File: config.mk
export PLATFORM = sky130hd
export DESIGN_NAME = slot_csma_mac
export DESIGN_NICKNAME = d
export VERILOG_FILES = /design/src/rtl/scm_pkg.sv /design/src/rtl/scm_lfsr.sv /design/src/rtl/scm_busy_track.sv /design/src/rtl/scm_backoff.sv /design/src/rtl/slot_csma_mac.sv
export SDC_FILE = /design/constraint.sdc
export NUM_CORES = 1
export LEC_CHECK = 0
export BUFFER_PORTS_ARGS = -buffer_cell sky130_fd_sc_hd__buf_4
export CORE_MARGIN = 2
export CORE_UTILIZATION = 43
export CTS_BUF_LIST = sky130_fd_sc_hd__clkbuf_4 sky130_fd_sc_hd__clkbuf_8
export CTS_CLUSTER_DIAMETER = 50
export CTS_CLUSTER_SIZE = 10
export DETAILED_ROUTE_END_ITERATION = 6
export PLACE_DENSITY = 0.56
export SKIP_CTS_REPAIR_TIMING = 1
export SLEW_MARGIN = 20
export SYNTH_ARGS = -nofsm -noshare
export SYNTH_HDL_FRONTEND = slang
export SYNTH_SLANG_ARGS = --single-unit
File: constraint.sdc
create_clock -name clk -period 2.81 [get_ports clk]
set_clock_uncertainty 0.1 [all_clocks]
set_input_delay 0 -clock clk [delete_from_list [all_inputs] [get_ports clk]]
set_output_delay 0 -clock clk [all_outputs]
set_load 0.01 [all_outputs]
File: src/rtl/scm_pkg.sv
package scm_pkg;

  typedef enum logic [2:0] {
    ST_IDLE    = 3'd0,
    ST_SENSE   = 3'd1,
    ST_FIRST   = 3'd2,
    ST_BODY    = 3'd3,
    ST_BACKOFF = 3'd4
  } scm_state_e;

endpackage

File: src/rtl/scm_lfsr.sv
module scm_lfsr #(
  parameter int                 W     = 16,
  parameter int                 OUT_W = 3,
  parameter logic [W-1:0]       TAPS  = 16'hB400,
  parameter logic [W-1:0]       SEED  = 16'h1ACE
) (
  input  logic             clk,
  input  logic             rst,
  output logic [OUT_W-1:0] rnd
);

  logic [W-1:0] state_q;

  // Galois form, stepping every slot so draws differ between backoffs
  always_ff @(posedge clk) begin
    if (rst) begin
      state_q <= SEED;
    end else begin
      state_q <= {1'b0, state_q[W-1:1]} ^ (state_q[0] ? TAPS : '0);
    end
  end

  assign rnd = state_q[OUT_W-1:0];

endmodule

File: src/rtl/scm_busy_track.sv
module scm_busy_track #(
  parameter int LONG_SLOTS = 4,
  parameter int CNT_W      = (LONG_SLOTS > 2) ? $clog2(LONG_SLOTS) : 1
) (
  input  logic             clk,
  input  logic             rst,
  input  logic             hdr_any,
  input  logic             hdr_is_long,
  input  logic             nack,
  output logic [CNT_W-1:0] remain,
  output logic             next_busy
);

  localparam logic [CNT_W-1:0] LOAD_VAL = CNT_W'(LONG_SLOTS - 1);

  logic [CNT_W-1:0] cnt_q;

  // a header that survives its first slot occupies the slots after it;
  // a collided header frees the channel at once
  always_ff @(posedge clk) begin
    if (rst) begin
      cnt_q <= '0;
    end else if (hdr_any) begin
      cnt_q <= (hdr_is_long && !nack) ? LOAD_VAL : '0;
    end else if (cnt_q != '0) begin
      cnt_q <= cnt_q - 1'b1;
    end
  end

  assign remain    = cnt_q;
  assign next_busy = (hdr_any && hdr_is_long && !nack) || (cnt_q > CNT_W'(1));

endmodule

File: src/rtl/scm_backoff.sv
module scm_backoff #(
  parameter int TRUNC = 3,
  parameter int ATT_W = 5
) (
  input  logic             clk,
  input  logic             rst,
  input  logic             load,
  input  logic [ATT_W-1:0] attempt,
  input  logic [TRUNC-1:0] rnd,
  output logic             expired
);

  logic [TRUNC-1:0] mask;
  logic [TRUNC-1:0] cnt_q;

  // mask bit g set when attempt > g: width of window is min(attempt, TRUNC)
  for (genvar g = 0; g < TRUNC; g++) begin : g_mask
    assign mask[g] = (int'(attempt) > g);
  end

  always_ff @(posedge clk) begin
    if (rst) begin
      cnt_q <= '0;
    end else if (load) begin
      cnt_q <= rnd & mask;
    end else if (cnt_q != '0) begin
      cnt_q <= cnt_q - 1'b1;
    end
  end

  assign expired = (cnt_q == '0);

endmodule

File: src/rtl/slot_csma_mac.sv
module slot_csma_mac
  import scm_pkg::*;
#(
  parameter int              LONG_SLOTS = 4,
  parameter int              MAX_RETRY  = 8,
  parameter int              BO_TRUNC   = 3,
  parameter int              LFSR_W     = 16,
  parameter logic [LFSR_W-1:0] LFSR_TAPS = 16'hB400,
  parameter logic [LFSR_W-1:0] LFSR_SEED = 16'h1ACE
) (
  input  logic clk,
  input  logic rst,
  input  logic pkt_valid,
  input  logic pkt_long,
  output logic pkt_ready,
  input  logic hdr_seen,
  input  logic hdr_long,
  input  logic nack,
  output logic tx_start,
  output logic tx_abort,
  output logic tx_done,
  output logic divert
);

  localparam int RETRY_W = $clog2(MAX_RETRY + 1);
  localparam int ATT_W   = RETRY_W + 1;
  localparam int BUSY_W  = (LONG_SLOTS > 2) ? $clog2(LONG_SLOTS) : 1;

  scm_state_e         state_q, state_d;
  logic               cur_long;
  logic [RETRY_W-1:0] retries_q;

  logic               start_d, abort_d, done_d, divert_d;
  logic               bo_load, retry_inc, accept;
  logic [ATT_W-1:0]   bo_attempt;

  logic               own_first;
  logic               hdr_any, hdr_is_long;
  logic [BUSY_W-1:0]  busy_remain;
  logic               next_busy;
  logic [BO_TRUNC-1:0] rnd;
  logic               bo_expired;

  assign own_first   = (state_q == ST_FIRST);
  assign hdr_any     = hdr_seen | own_first;
  assign hdr_is_long = own_first ? cur_long : hdr_long;

  scm_lfsr #(
    .W     (LFSR_W),
    .OUT_W (BO_TRUNC),
    .TAPS  (LFSR_TAPS),
    .SEED  (LFSR_SEED)
  ) u_lfsr (
    .clk (clk),
    .rst (rst),
    .rnd (rnd)
  );

  scm_busy_track #(
    .LONG_SLOTS (LONG_SLOTS),
    .CNT_W      (BUSY_W)
  ) u_busy (
    .clk         (clk),
    .rst         (rst),
    .hdr_any     (hdr_any),
    .hdr_is_long (hdr_is_long),
    .nack        (nack),
    .remain      (busy_remain),
    .next_busy   (next_busy)
  );

  scm_backoff #(
    .TRUNC (BO_TRUNC),
    .ATT_W (ATT_W)
  ) u_bo (
    .clk     (clk),
    .rst     (rst),
    .load    (bo_load),
    .attempt (bo_attempt),
    .rnd     (rnd),
    .expired (bo_expired)
  );

  assign pkt_ready = (state_q == ST_IDLE);

  always_comb begin
    state_d    = state_q;
    start_d    = 1'b0;
    abort_d    = 1'b0;
    done_d     = 1'b0;
    divert_d   = 1'b0;
    bo_load    = 1'b0;
    retry_inc  = 1'b0;
    accept     = 1'b0;
    bo_attempt = ATT_W'(retries_q) + ATT_W'(1);
    unique case (state_q)
      ST_IDLE: begin
        if (pkt_valid) begin
          accept  = 1'b1;
          state_d = ST_SENSE;
        end
      end
      ST_SENSE: begin
        if (next_busy) begin
          bo_load = 1'b1;
          state_d = ST_BACKOFF;
        end else begin
          start_d = 1'b1;
          state_d = ST_FIRST;
        end
      end
      ST_FIRST: begin
        if (nack) begin
          abort_d = 1'b1;
          if (retries_q == RETRY_W'(MAX_RETRY)) begin
            divert_d = 1'b1;
            state_d  = ST_IDLE;
          end else begin
            retry_inc  = 1'b1;
            bo_load    = 1'b1;
            bo_attempt = ATT_W'(retries_q) + ATT_W'(2);
            state_d    = ST_BACKOFF;
          end
        end else if (!cur_long) begin
          done_d  = 1'b1;
          state_d = ST_IDLE;
        end else begin
          state_d = ST_BODY;
        end
      end
      ST_BODY: begin
        if (busy_remain == BUSY_W'(1)) begin
          done_d  = 1'b1;
          state_d = ST_IDLE;
        end
      end
      ST_BACKOFF: begin
        if (bo_expired) begin
          state_d = ST_SENSE;
        end
      end
      default: state_d = ST_IDLE;
    endcase
  end

  always_ff @(posedge clk) begin
    if (rst) begin
      state_q   <= ST_IDLE;
      cur_long  <= 1'b0;
      retries_q <= '0;
      tx_start  <= 1'b0;
      tx_abort  <= 1'b0;
      tx_done   <= 1'b0;
      divert    <= 1'b0;
    end else begin
      state_q  <= state_d;
      tx_start <= start_d;
      tx_abort <= abort_d;
      tx_done  <= done_d;
      divert   <= divert_d;
      if (accept) begin
        cur_long  <= pkt_long;
        retries_q <= '0;
      end else if (retry_inc) begin
        retries_q <= retries_q + 1'b1;
      end
    end
  end

endmodule

* Word level (Yosys, flattened, before mapping)
Cells that the tools add are included.
** Word-level totals
- Flip-flop bits (word level) :: 33
- Bits in latches :: 0
- Memory bits (writable) :: 0
- Bits in read-only memories :: 0
- Bits of input ports :: 7
- Output and inout port bits :: 5
- Word-level logic and storage cells :: 82
- Memories kept :: 0
** Operators by class
- $add $sub $neg :: 5
- Multipliers :: 0
- Divide/modulo/power cells :: 0
- $lt $le $gt $ge :: 4
- Eq/ne operators :: 9
- Shift operators :: 0
- Mux-type cells :: 32
- Bitwise logic cells :: 6
- Reduce and logical (&&, ||, !) cells :: 16
** Operators with widths (count)
- two-way mux 3 bit :: 8
- two-way mux 16 bit :: 1
- bitwise XOR 15 x 16 -> 16 bit :: 1
- two-way mux 5 bit :: 3
- one-hot mux 3 bit (5 select lines) :: 1
- two-way mux 1 bit :: 13
- greater-than comparator 5 x 1 -> 1 bit, second input constant :: 2
- two-way mux 2 bit :: 4
- equality test 3 x 2 -> 1 bit, second input constant :: 2
- logical NOT 3 bit :: 2
- inequality test 2 bit, second input constant :: 3
- nonzero test 2 bit :: 3
- OR reduction 2 bit :: 3
- adder 4 x 1 -> 5 bit, second input constant :: 1
- adder 4 x 2 -> 5 bit, second input constant :: 1
- greater-than comparator 5 x 2 -> 1 bit, second input constant :: 1
- adder 4 x 1 -> 4 bit, second input constant :: 1
- equality test 4 bit, second input constant :: 1
- one-hot mux 1 bit (2 select lines) :: 2
- AND 3 bit :: 1
- equality test 3 x 1 -> 1 bit, second input constant :: 1
- equality test 3 bit, second input constant :: 1
- logical AND 1 bit :: 3
- inverter 1 bit :: 3
- other kinds (10) :: 10

* Depth between registers and ports, before layout
Gate-level depths: netlist of the first run.
- Word-level depth :: 8
- Depth in mapped cells :: 7
- Mapped depth without buffers :: 7

* By module
A second synthesis of the first run with hierarchy kept.
** Second synthesis, totals
- Cell total of the unflattened synthesis :: 156
- Area, all modules :: 1540.2 sq um
** Modules (own cells, without submodules)
- slot_csma_mac :: instances 1, cells each 80, area an instance 706.9 sq um, seq. area each 240.2 sq um
- scm_lfsr :: instances 1, cells each 39, area an instance 490.5 sq um, seq. area each 320.3 sq um
- scm_backoff :: instances 1, cells each 23, area an instance 206.4 sq um, seq. area each 60.1 sq um
- scm_busy_track :: instances 1, cells each 14, area an instance 136.4 sq um, seq. area each 40.0 sq um

* Worst setup path before layout of the first run
OpenSTA, ideal clock, no wires.
- Path kind :: register -> register
- Start :: reg retries_q[0]
- End :: reg u_bo.cnt_q[1]
- Library setup time :: 0.133 ns
- Data arrival time :: 1.567 ns
- Required time :: 2.577 ns
- Slack :: 1.010 ns
- Stages on the path, launching flop included :: 8
- Buffers on the path :: 0
- Period minus slack after synthesis :: 1.800 ns
- Path through :: dfxtp_1 > inv_1 > ha_1 > and3b_1 > nor4_2 > a31oi_1 > nor4b_2 > o32ai_1
** Between the ends
- Word-level cells in the longest chain between the ends :: 7
- Elaborated cells between the ends (all ways) :: 13
- Those cells by class :: 2 x add/sub; 1 x order compare; 1 x eq/ne; 7 x mux; 1 x bitwise; 1 x reduce/logical
** Ends and longest elaborated chain
- start, declared :: RTL line slot_csma_mac.sv:31 : logic [RETRY_W-1:0] retries_q;
- start signal, assigned :: RTL line slot_csma_mac.sv:165 : retries_q <= retries_q + 1'b1;
- adder 4 x 2 -> 5 bit, or another cell as far along :: RTL line slot_csma_mac.sv:121 : bo_attempt = ATT_W'(retries_q) + ATT_W'(2);
- two-way mux 5 bit :: RTL line slot_csma_mac.sv:115 : if (retries_q == RETRY_W'(MAX_RETRY)) begin
- two-way mux 5 bit :: RTL line slot_csma_mac.sv:113 : if (nack) begin
- two-way mux 5 bit :: RTL line slot_csma_mac.sv:96 : unique case (state_q)
- greater-than comparator 5 x 1 -> 1 bit :: RTL line scm_backoff.sv:18 : assign mask[g] = (int'(attempt) > g);
- AND 3 bit :: RTL line scm_backoff.sv:25 : cnt_q <= rnd & mask;
- two-way mux 3 bit :: RTL line scm_backoff.sv:24 : end else if (load) begin
- end signal, assigned :: RTL line scm_backoff.sv:25
- end signal, assigned :: RTL line scm_backoff.sv:27 : cnt_q <= cnt_q - 1'b1;
- end, declared :: RTL line scm_backoff.sv:14 : logic [TRUNC-1:0] cnt_q;
Parallel ways exist; a longest one is shown, timed or not.
A chain may end at the register's enable or synchronous reset.

* Final worst setup path of the first run
Ends and elaborated chain as after synthesis.

==> results of run 1 <==
==> registers in the layout, indices dropped and copies added (netlist names) <==
| signal | cells |
|---|---|
| retries_q | 4 |
| tx_start | 1 |
| u_lfsr.state_q | 16 |
| u_bo.cnt_q | 3 |
| tx_abort | 1 |
| divert | 1 |
| tx_done | 1 |
| cur_long | 1 |
| u_busy.remain | 2 |
| state_q | 3 |
==> logic make-up after synthesis <==
| logic type | count (synthesis) | synth area share [%] |
|---|---|---|
| AOI/OAI and AO/OA | 16 | 6.24 |
| xor gates and xnor gates | 8 | 4.66 |
| adders and majority gates | 7 | 5.82 |
| buffers and inverters | 13 | 4.32 |
| DFF | 33 | 43.9 |
| muxes | 9 | 5.99 |
| and+or+nand+nor | 72 | 29.1 |
==> final cells by class <==
class / instances / area, sq um
Clock buffer: 6 / 45.0
Clock inverter: 2 / 10.0
Fill cell: 328 / 1630
Inverter: 6 / 22.5
Multi-Input combinational cell: 112 / 779
Sequential cell: 33 / 661
Tap cell: 46 / 57.6
Timing Repair Buffer: 16 / 133
==> cell usage in the layout, fill, tap and decap left out, drive strengths merged, types with 3 or more instances in the layout <==
| cell | instances |
|---|---|
| a21oi | 8 |
| buf | 11 |
| clkbuf | 6 |
| dfxtp | 33 |
| dlygate4sd3 | 5 |
| ha | 7 |
| inv | 6 |
| mux2i | 9 |
| nand2 | 9 |
| nand2b | 4 |
| nand3b | 3 |
| nor2 | 19 |
| nor2b | 10 |
| nor3 | 6 |
| nor4b | 3 |
| or2 | 8 |
| xnor2 | 6 |
==> final timing paths <==
| check | start | to | slack [ps] | cells after the start |
|---|---|---|---|---|
| worst min register to register | u_lfsr.state_q[8]$_SDFF_PP0_ | u_lfsr.state_q[7]$_SDFF_PP1_ | 320 | 1 |
| worst max register to register | retries_q[0]$_SDFFE_PP0P_ | u_bo.cnt_q[1]$_SDFFE_PP0P_ | 820 | 7 |
| worst min-delay path | pkt_valid | state_q[0]$_SDFFE_PP0P_ | -5 | 4 |
| worst max-delay path | retries_q[0]$_SDFFE_PP0P_ | u_bo.cnt_q[1]$_SDFFE_PP0P_ | 820 | 7 |
==> critical path: cells and delay by family (launching register included) <==
kind,cells,cell delay (ps)
fa+ha+maj,1,220
simple gates,3,810
flops,1,450
buf+inv,1,70
compound gates,2,230
==> metrics by stage <==
step                util [%]  instance area (sq um)  setup slack [ps]
floorplan                  -                   1510              1010
global placement        48.0                   1600               939
detailed placement      48.0                   1600               858
CTS                     49.7                   1660               835
global route            51.2                   1710               662
finish                  51.2                   1710               824
==> power by group through the flow <==
stage	Clock (mW)	Combinational, mW	Sequential [mW]
after floorplan	0	0.204	0.539
after global placement	0	0.235	0.551
after detailed placement	0	0.241	0.553
after CTS	0.274	0.244	0.542
after global routing	0.286	0.284	0.547
final	0.257	0.245	0.542
==> metal layers <==
metal	track usage, %	part of all wire, %	routed length (um)
met3	5.36	3.6	94
met5	0	0	0
met2	22.9	45	1190
met4	5.83	1.9	51
met1	18.9	49	1290
==> metrics.md, run 1 <==
| Metric | Value |
|---|---|
| Status | `complete, but fails checks` |
| Violated checks | `hold timing` |
| Distinct cell type count of the synthesized netlist | `34` |
| Post-layout min period | `1990 ps` |
| Ant diodes | `0` |
| Maximum number of pins on one net before global-route repair | `31` |
| Share of final-layout standard cells stronger than drive strength 1 | `18.3%` |
| Count leader, synth | `sky130_fd_sc_hd__dfxtp_1` |
| Most common library cells after synthesis | `33 x sky130_fd_sc_hd__dfxtp_1, 19 x sky130_fd_sc_hd__nor2_1, 10 x sky130_fd_sc_hd__nor2b_1, 9 x sky130_fd_sc_hd__mux2i_1, 9 x sky130_fd_sc_hd__nand2_1` |
| #FFs+latches synth | `33` |
| Number of max-slew violations in the final report | `0` |
| Final weighted congestion in routability-driven placement | `0.802` |
| Int Pwr | `739 uW` |
| Slowest cell on the critical path | `sky130_fd_sc_hd__dfxtp_1` |
| Cell Count, Final, Fillers Out | `221` |
| Die X | `63.2 um` |
| Count of vias placed by the detailed router | `1098` |
| Sum of routed wire length over all layers | `2.63 mm` |
| # Max-Cap Violations | `0` |
| Total number of clock tree sinks | `33` |
| Arrival @ worst endpoint | `2100 ps` |
| Slew margin rel. | `70.9%` |
| Clock power frac | `24.6%` |
| Ordered cell list for the critical path | `inv_1, ha_1, and3b_1, nor4_2, a31oi_1, nor4b_2, o32ai_1` |
| Std-Cell Rows | `21` |
| Global-route wire length before repair | `4.64 mm` |
| Number of buffer cells added on primary ports | `11` |
| Residual antenna-violating net count after detailed routing | `0` |
| Category of the most critical setup path | `reg2reg` |
| Final Total Pwr | `1.04 mW` |
| Placed Instances | `208` |
| Part of the power in registers | `51.9%` |
| Final Net Count | `188` |
| Remaining global-route overflow | `0` |
| Detail-routed via count per cell | `4.97` |
| Power density over the cells | `611 mW/mm^2` |
| Initial antenna violation count | `0` |
| DR WL/cell | `11.9 um` |
| Gate Count Post-Synth | `158` |
| DIE AREA | `0.00399 sq mm` |
| Worst Hold Class | `in2reg` |
| Post-Syn Area per Cell | `9.53 sq um` |
| Required time worst endpoint | `2920 ps` |
| Largest incremental delay on the critical path | `450 ps` |
| Highest Clock Rate | `504 MHz` |
| HPWL reported at the end of detailed placement | `1.81 mm` |
| Share of synthesized area occupied by flip-flops and latches | `43.9%` |
| Count of unresolved DRC violations after routing | `0` |
| Total standard cell area after synthesis | `0.00151 sq mm` |
| Sw Share | `29.2%` |
| Vertical extent of the die | `63.2 um` |
| Post-synthesis cell type with the largest combined area | `sky130_fd_sc_hd__dfxtp_1` |
| Leakage power | `0.682 nW` |
| Share of power burned in combinational logic | `23.5%` |
| Top-level I/O count | `12` |
| Number of buffers created by CTS | `5` |
| Type of destination of the critical path | `flop` |
| Vias in the first global route | `1076` |
| Leading register cell type out of synthesis | `sky130_fd_sc_hd__dfxtp_1` |
| Number of failing hold endpoints at the final stage | `1` |
| Slew of the pin with the lowest slew margin | `436 ps` |
| Buffers from clock root to sink, at most | `2` |
| Proportion of netlist area held by the largest area contributor | `43.9%` |
| Warnings from Yosys | `0` |
| Worst-path fanout max | `6` |
| Starting DRC count in detailed routing | `31` |
| Clock tree from TritonCTS | `built` |
| Switch Pwr | `304 uW` |
| Setup-failing EPs final | `0` |
| Area Growth Syn to Fin | `13.5%` |
| Clock latency at the later pin of the worst-skew pair | `320 ps` |
| Main area contributors after synthesis | `sky130_fd_sc_hd__dfxtp_1 44%, sky130_fd_sc_hd__mux2i_1 6.0%, sky130_fd_sc_hd__ha_1 5.8%, sky130_fd_sc_hd__nor2_1 4.7%, sky130_fd_sc_hd__nor2b_1 4.2%` |
| Clock transition at path regs | `100 ps` |
| Gr usage total | `14.9%` |
| Worst Setup Start Kind | `flop` |
| Summed negative setup slack over all endpoints | `0 ps` |
| Initial core utilization | `45.1%` |
| RSZ-0062 raised after global routing | `false` |
| Mapped Nets | `172` |
| Share of flip-flops with an asynchronous set or reset | `0%` |
| EDFF count, synth | `0` |
| Worst hold-check slack | `-4.88 ps` |
| Post-route fraction of the period consumed by the critical path | `70.7%` |
| Core area | `0.00334 sq mm` |
| Worst vdd rail ir drop | `0.339 mV` |
| Maximum level of the CTS H-tree | `2` |
| Clock root buffer | `sky130_fd_sc_hd__clkbuf_4` |
| Detailed-router iteration count before antenna repair | `4` |
Note: power is estimated with default switching activity, not from simulation.
==> run 2: changes to the inputs <==
Settings changed: ABC_AREA from default to 1, PLACE_DENSITY 0.56 to 0.59.
Clock period 2.81 ns to 1.66 ns, I/O delays scaled along.
==> metrics.md, run 2 <==
| Metric | Value |
|---|---|
| Status | `complete, but fails checks (unchanged)` |
| Violated checks | `hold timing (unchanged)` |
| Power density over the cells | `1080 mW/mm^2 (was 611 mW/mm^2)` |
| Worst vdd rail ir drop | `0.452 mV (was 0.339 mV)` |
| Initial antenna violation count | `0 (unchanged)` |
| Total number of clock tree sinks | `33 (unchanged)` |
| Maximum level of the CTS H-tree | `2 (unchanged)` |
| Main area contributors after synthesis | `sky130_fd_sc_hd__dfxtp_1 43%, sky130_fd_sc_hd__inv_1 9.6%, sky130_fd_sc_hd__nand2_1 6.6%, sky130_fd_sc_hd__nor2_1 5.9%, sky130_fd_sc_hd__ha_1 5.7% (was sky130_fd_sc_hd__dfxtp_1 44%, sky130_fd_sc_hd__mux2i_1 6.0%, sky130_fd_sc_hd__ha_1 5.8%, sky130_fd_sc_hd__nor2_1 4.7%, sky130_fd_sc_hd__nor2b_1 4.2%)` |
| Worst hold-check slack | `-3.82 ps (was -4.88 ps)` |
| Final Net Count | `242 (was 188)` |
| Post-synthesis cell type with the largest combined area | `sky130_fd_sc_hd__dfxtp_1 (unchanged)` |
| Mapped Nets | `215 (was 172)` |
| Share of final-layout standard cells stronger than drive strength 1 | `26.6% (was 18.3%)` |
| Commonest non-fill, non-tap cells in the layout | `36 x sky130_fd_sc_hd__inv_1, 26 x sky130_fd_sc_hd__dfxtp_1, 25 x sky130_fd_sc_hd__nand2_1, 23 x sky130_fd_sc_hd__nor2_1, 19 x sky130_fd_sc_hd__buf_4 (was 33 x sky130_fd_sc_hd__dfxtp_1, 19 x sky130_fd_sc_hd__nor2_1, 11 x sky130_fd_sc_hd__buf_4, 10 x sky130_fd_sc_hd__nor2b_1)` |
| Post-Route Utilization | `56.3% (was 51.2%)` |
| Post-Syn Area per Cell | `7.59 sq um (was 9.53 sq um)` |
| Family with the most delay on the worst path | `simple AND/OR/NAND/NOR gates (unchanged)` |
| Number of max-slew violations in the final report | `0 (unchanged)` |
| Area Growth Syn to Fin | `23.9% (was 13.5%)` |
| Count of unresolved DRC violations after routing | `0 (unchanged)` |
| Clock tree from TritonCTS | `built (unchanged)` |
| Distinct cell type count of the synthesized netlist | `28 (was 34)` |
| Final weighted congestion in routability-driven placement | `0.870 (was 0.802)` |
| Type of destination of the critical path | `flop (unchanged)` |
| Std-Cell Rows | `21 (unchanged)` |
| Largest incremental delay on the critical path | `430 ps (was 450 ps)` |
| HPWL reported at the end of detailed placement | `2.21 mm (was 1.81 mm)` |
| Vias in the first global route | `1230 (was 1076)` |
| Worst-path fanout max | `6 (unchanged)` |
| Gr usage total | `16.4% (was 14.9%)` |
| Category of the most critical setup path | `reg2reg (unchanged)` |
| Number of buffer cells added on primary ports | `11 (unchanged)` |
| Post-layout min period | `1610 ps (was 1990 ps)` |
| Leading register cell type out of synthesis | `sky130_fd_sc_hd__dfxtp_1 (unchanged)` |
| Global-route wire length before repair | `5.18 mm (was 4.64 mm)` |
| Total standard cell area after synthesis | `0.00153 sq mm (was 0.00151 sq mm)` |
| Summed negative setup slack over all endpoints | `0 ps (unchanged)` |
| Share of synthesized area occupied by flip-flops and latches | `43.3% (was 43.9%)` |
| CP bufs+invs | `2 (was 1)` |
| Most common library cells after synthesis | `39 x sky130_fd_sc_hd__inv_1, 33 x sky130_fd_sc_hd__dfxtp_1, 27 x sky130_fd_sc_hd__nand2_1, 24 x sky130_fd_sc_hd__nor2_1, 15 x sky130_fd_sc_hd__nand3_1 (was 33 x sky130_fd_sc_hd__dfxtp_1, 19 x sky130_fd_sc_hd__nor2_1, 10 x sky130_fd_sc_hd__nor2b_1, 9 x sky130_fd_sc_hd__mux2i_1, 9 x sky130_fd_sc_hd__nand2_1)` |
| Worst Setup Start Kind | `flop (unchanged)` |
| Proportion of netlist area held by the largest area contributor | `43.3% (was 43.9%)` |
| Post-place setup slack | `-85.7 ps (was 858 ps)` |
| Remaining global-route overflow | `0 (unchanged)` |
| Clock transition at path regs | `120 ps (was 100 ps)` |
| Post-route worst setup slack | `53.9 ps (was 824 ps)` |
| Detailed-router iteration count before antenna repair | `6 (was 4)` |
| Largest regs | `u_lfsr.state_q (16), retries_q (4) (unchanged)` |
| Ordered cell list for the critical path | `inv_4, ha_4, nand3_4, nand3_4, nand2_2, nand2_2, nor2_2, nand2_1, nand3_1, nand3_1, nand2_1, inv_1 (was inv_1, ha_1, and3b_1, nor4_2, a31oi_1, nor4b_2, o32ai_1)` |
| Buffers from clock root to sink, at most | `2 (unchanged)` |
| Arrival @ worst endpoint | `1750 ps (was 2100 ps)` |
| #FFs+latches synth | `33 (unchanged)` |
| DIE AREA | `0.00404 sq mm (was 0.00399 sq mm)` |
| Required time worst endpoint | `1810 ps (was 2920 ps)` |
| Top-level I/O count | `12 (unchanged)` |
| Residual antenna-violating net count after detailed routing | `0 (unchanged)` |
| Core area | `0.00336 sq mm (was 0.00334 sq mm)` |
| Cell Count, Final, Fillers Out | `275 (was 221)` |
| Maximum number of pins on one net before global-route repair | `24 (was 31)` |
| Warnings from Yosys | `0 (unchanged)` |
| Highest Clock Rate | `623 MHz (was 504 MHz)` |
| Placed Instances | `261 (was 208)` |
| Number of flip-flops under the largest register name | `16 (unchanged)` |
| Count of vias placed by the detailed router | `1315 (was 1098)` |
| Die X | `63.6 um (was 63.2 um)` |
| Slew margin rel. | `76.3% (was 70.9%)` |
| Sum of routed wire length over all layers | `3.12 mm (was 2.63 mm)` |
| Slew of the pin with the lowest slew margin | `353 ps (was 436 ps)` |
| Post-route fraction of the period consumed by the critical path | `96.8% (was 70.7%)` |
| Ant diodes | `0 (unchanged)` |
| EDFF count, synth | `0 (unchanged)` |
| Detail-routed via count per cell | `4.78 (was 4.97)` |
| Starting DRC count in detailed routing | `58 (was 31)` |
| Clock root buffer | `sky130_fd_sc_hd__clkbuf_4 (unchanged)` |
| Number of failing hold endpoints at the final stage | `1 (unchanged)` |
| Total of fill cells in the finished design | `349 (was 328)` |
| Initial core utilization | `45.4% (was 45.1%)` |
| Leakage power | `0.868 nW (was 0.682 nW)` |
| Register containing the most flip-flops in the final layout | `u_lfsr.state_q (unchanged)` |
| Most common cell after layout, fill and taps aside | `sky130_fd_sc_hd__inv_1 (was sky130_fd_sc_hd__dfxtp_1)` |
| Slowest cell on the critical path | `sky130_fd_sc_hd__dfxtp_4 (was sky130_fd_sc_hd__dfxtp_1)` |
| Share of flip-flops with an asynchronous set or reset | `0% (unchanged)` |
| RSZ-0062 raised after global routing | `true (was false)` |
| Vertical extent of the die | `63.6 um (was 63.2 um)` |
| Number of buffers created by CTS | `5 (unchanged)` |
| # Max-Cap Violations | `0 (unchanged)` |
| Worst Hold Class | `in2reg (unchanged)` |
| DR WL/cell | `11.3 um (was 11.9 um)` |
| Setup-failing EPs final | `0 (unchanged)` |
| Gate Count Post-Synth | `201 (was 158)` |
| Clock latency at the later pin of the worst-skew pair | `350 ps (was 320 ps)` |
| Count leader, synth | `sky130_fd_sc_hd__inv_1 (was sky130_fd_sc_hd__dfxtp_1)` |
[run 2: per-layer routing]
metal | global-route usage (%) | share of wire (%)
met1 | 18.2 | 45
met2 | 29.5 | 51
met3 | 5.36 | 3.1
met4 | 4.89 | 1.3
met5 | 0 | 0
[run 2: kinds of logic after synthesis]
logic type / after synthesis / synth area share, %
AO/OA/AOI/OAI: 27 / 10.5
XOR/XNOR: 3 / 2.21
adder cells (fa/ha/maj): 7 / 5.74
buffers and inverters: 43 / 11.1
flip-flops: 33 / 43.3
AND/OR/NAND/NOR: 88 / 27.2
[run 2: through the flow]
stage / area, sq um / power [mW] / hold slack, ps
detailed placement: 1690 / 1.57 / 156
CTS: 1750 / 2.02 / -196
floorplan: 1530 / 1.42 / 6.55
global placement: 1690 / 1.55 / 156
global route: 1890 / 2.21 / 38.9
finish: 1890 / 2.04 / -3.82
[run 2: layout make-up]
class / instances / area [sq um] / share of cell area (%)
multi-input cells: 125 / 767 / 40.5
inverters: 40 / 153 / 8.07
clock buffers: 5 / 37.5 / 1.98
well taps: 46 / 57.6 / 3.04
flip-flops and latches: 33 / 677 / 35.8
clock inverters: 3 / 17.5 / 0.926
repair buffers: 23 / 183 / 9.66
[run 2: where the power goes]
group | internal, mW | total [mW] | switching (mW)
combinational | 0.265 | 0.632 | 0.366
sequential | 0.889 | 0.961 | 0.0722
clock | 0.160 | 0.447 | 0.288
[run 2: worst paths after layout]
kind	start	end	slack [ps]	depth (start not counted)
setup / recovery	retries_q[1]$_SDFFE_PP0P_	u_bo.cnt_q[1]$_SDFFE_PP0P_	50	12
hold reg to reg	u_lfsr.state_q[9]$_SDFF_PP1_	u_lfsr.state_q[8]$_SDFF_PP0_	310	2
setup reg to reg	retries_q[1]$_SDFFE_PP0P_	u_bo.cnt_q[1]$_SDFFE_PP0P_	50	12
hold / removal	pkt_valid	cur_long$_SDFFE_PP0P_	-4	6
[run 2: tightest hold or removal path, delay by kind of cell]
family	cells	cell delay, ps
buf+inv	2	150
simple gates	3	170
compound gates	1	70
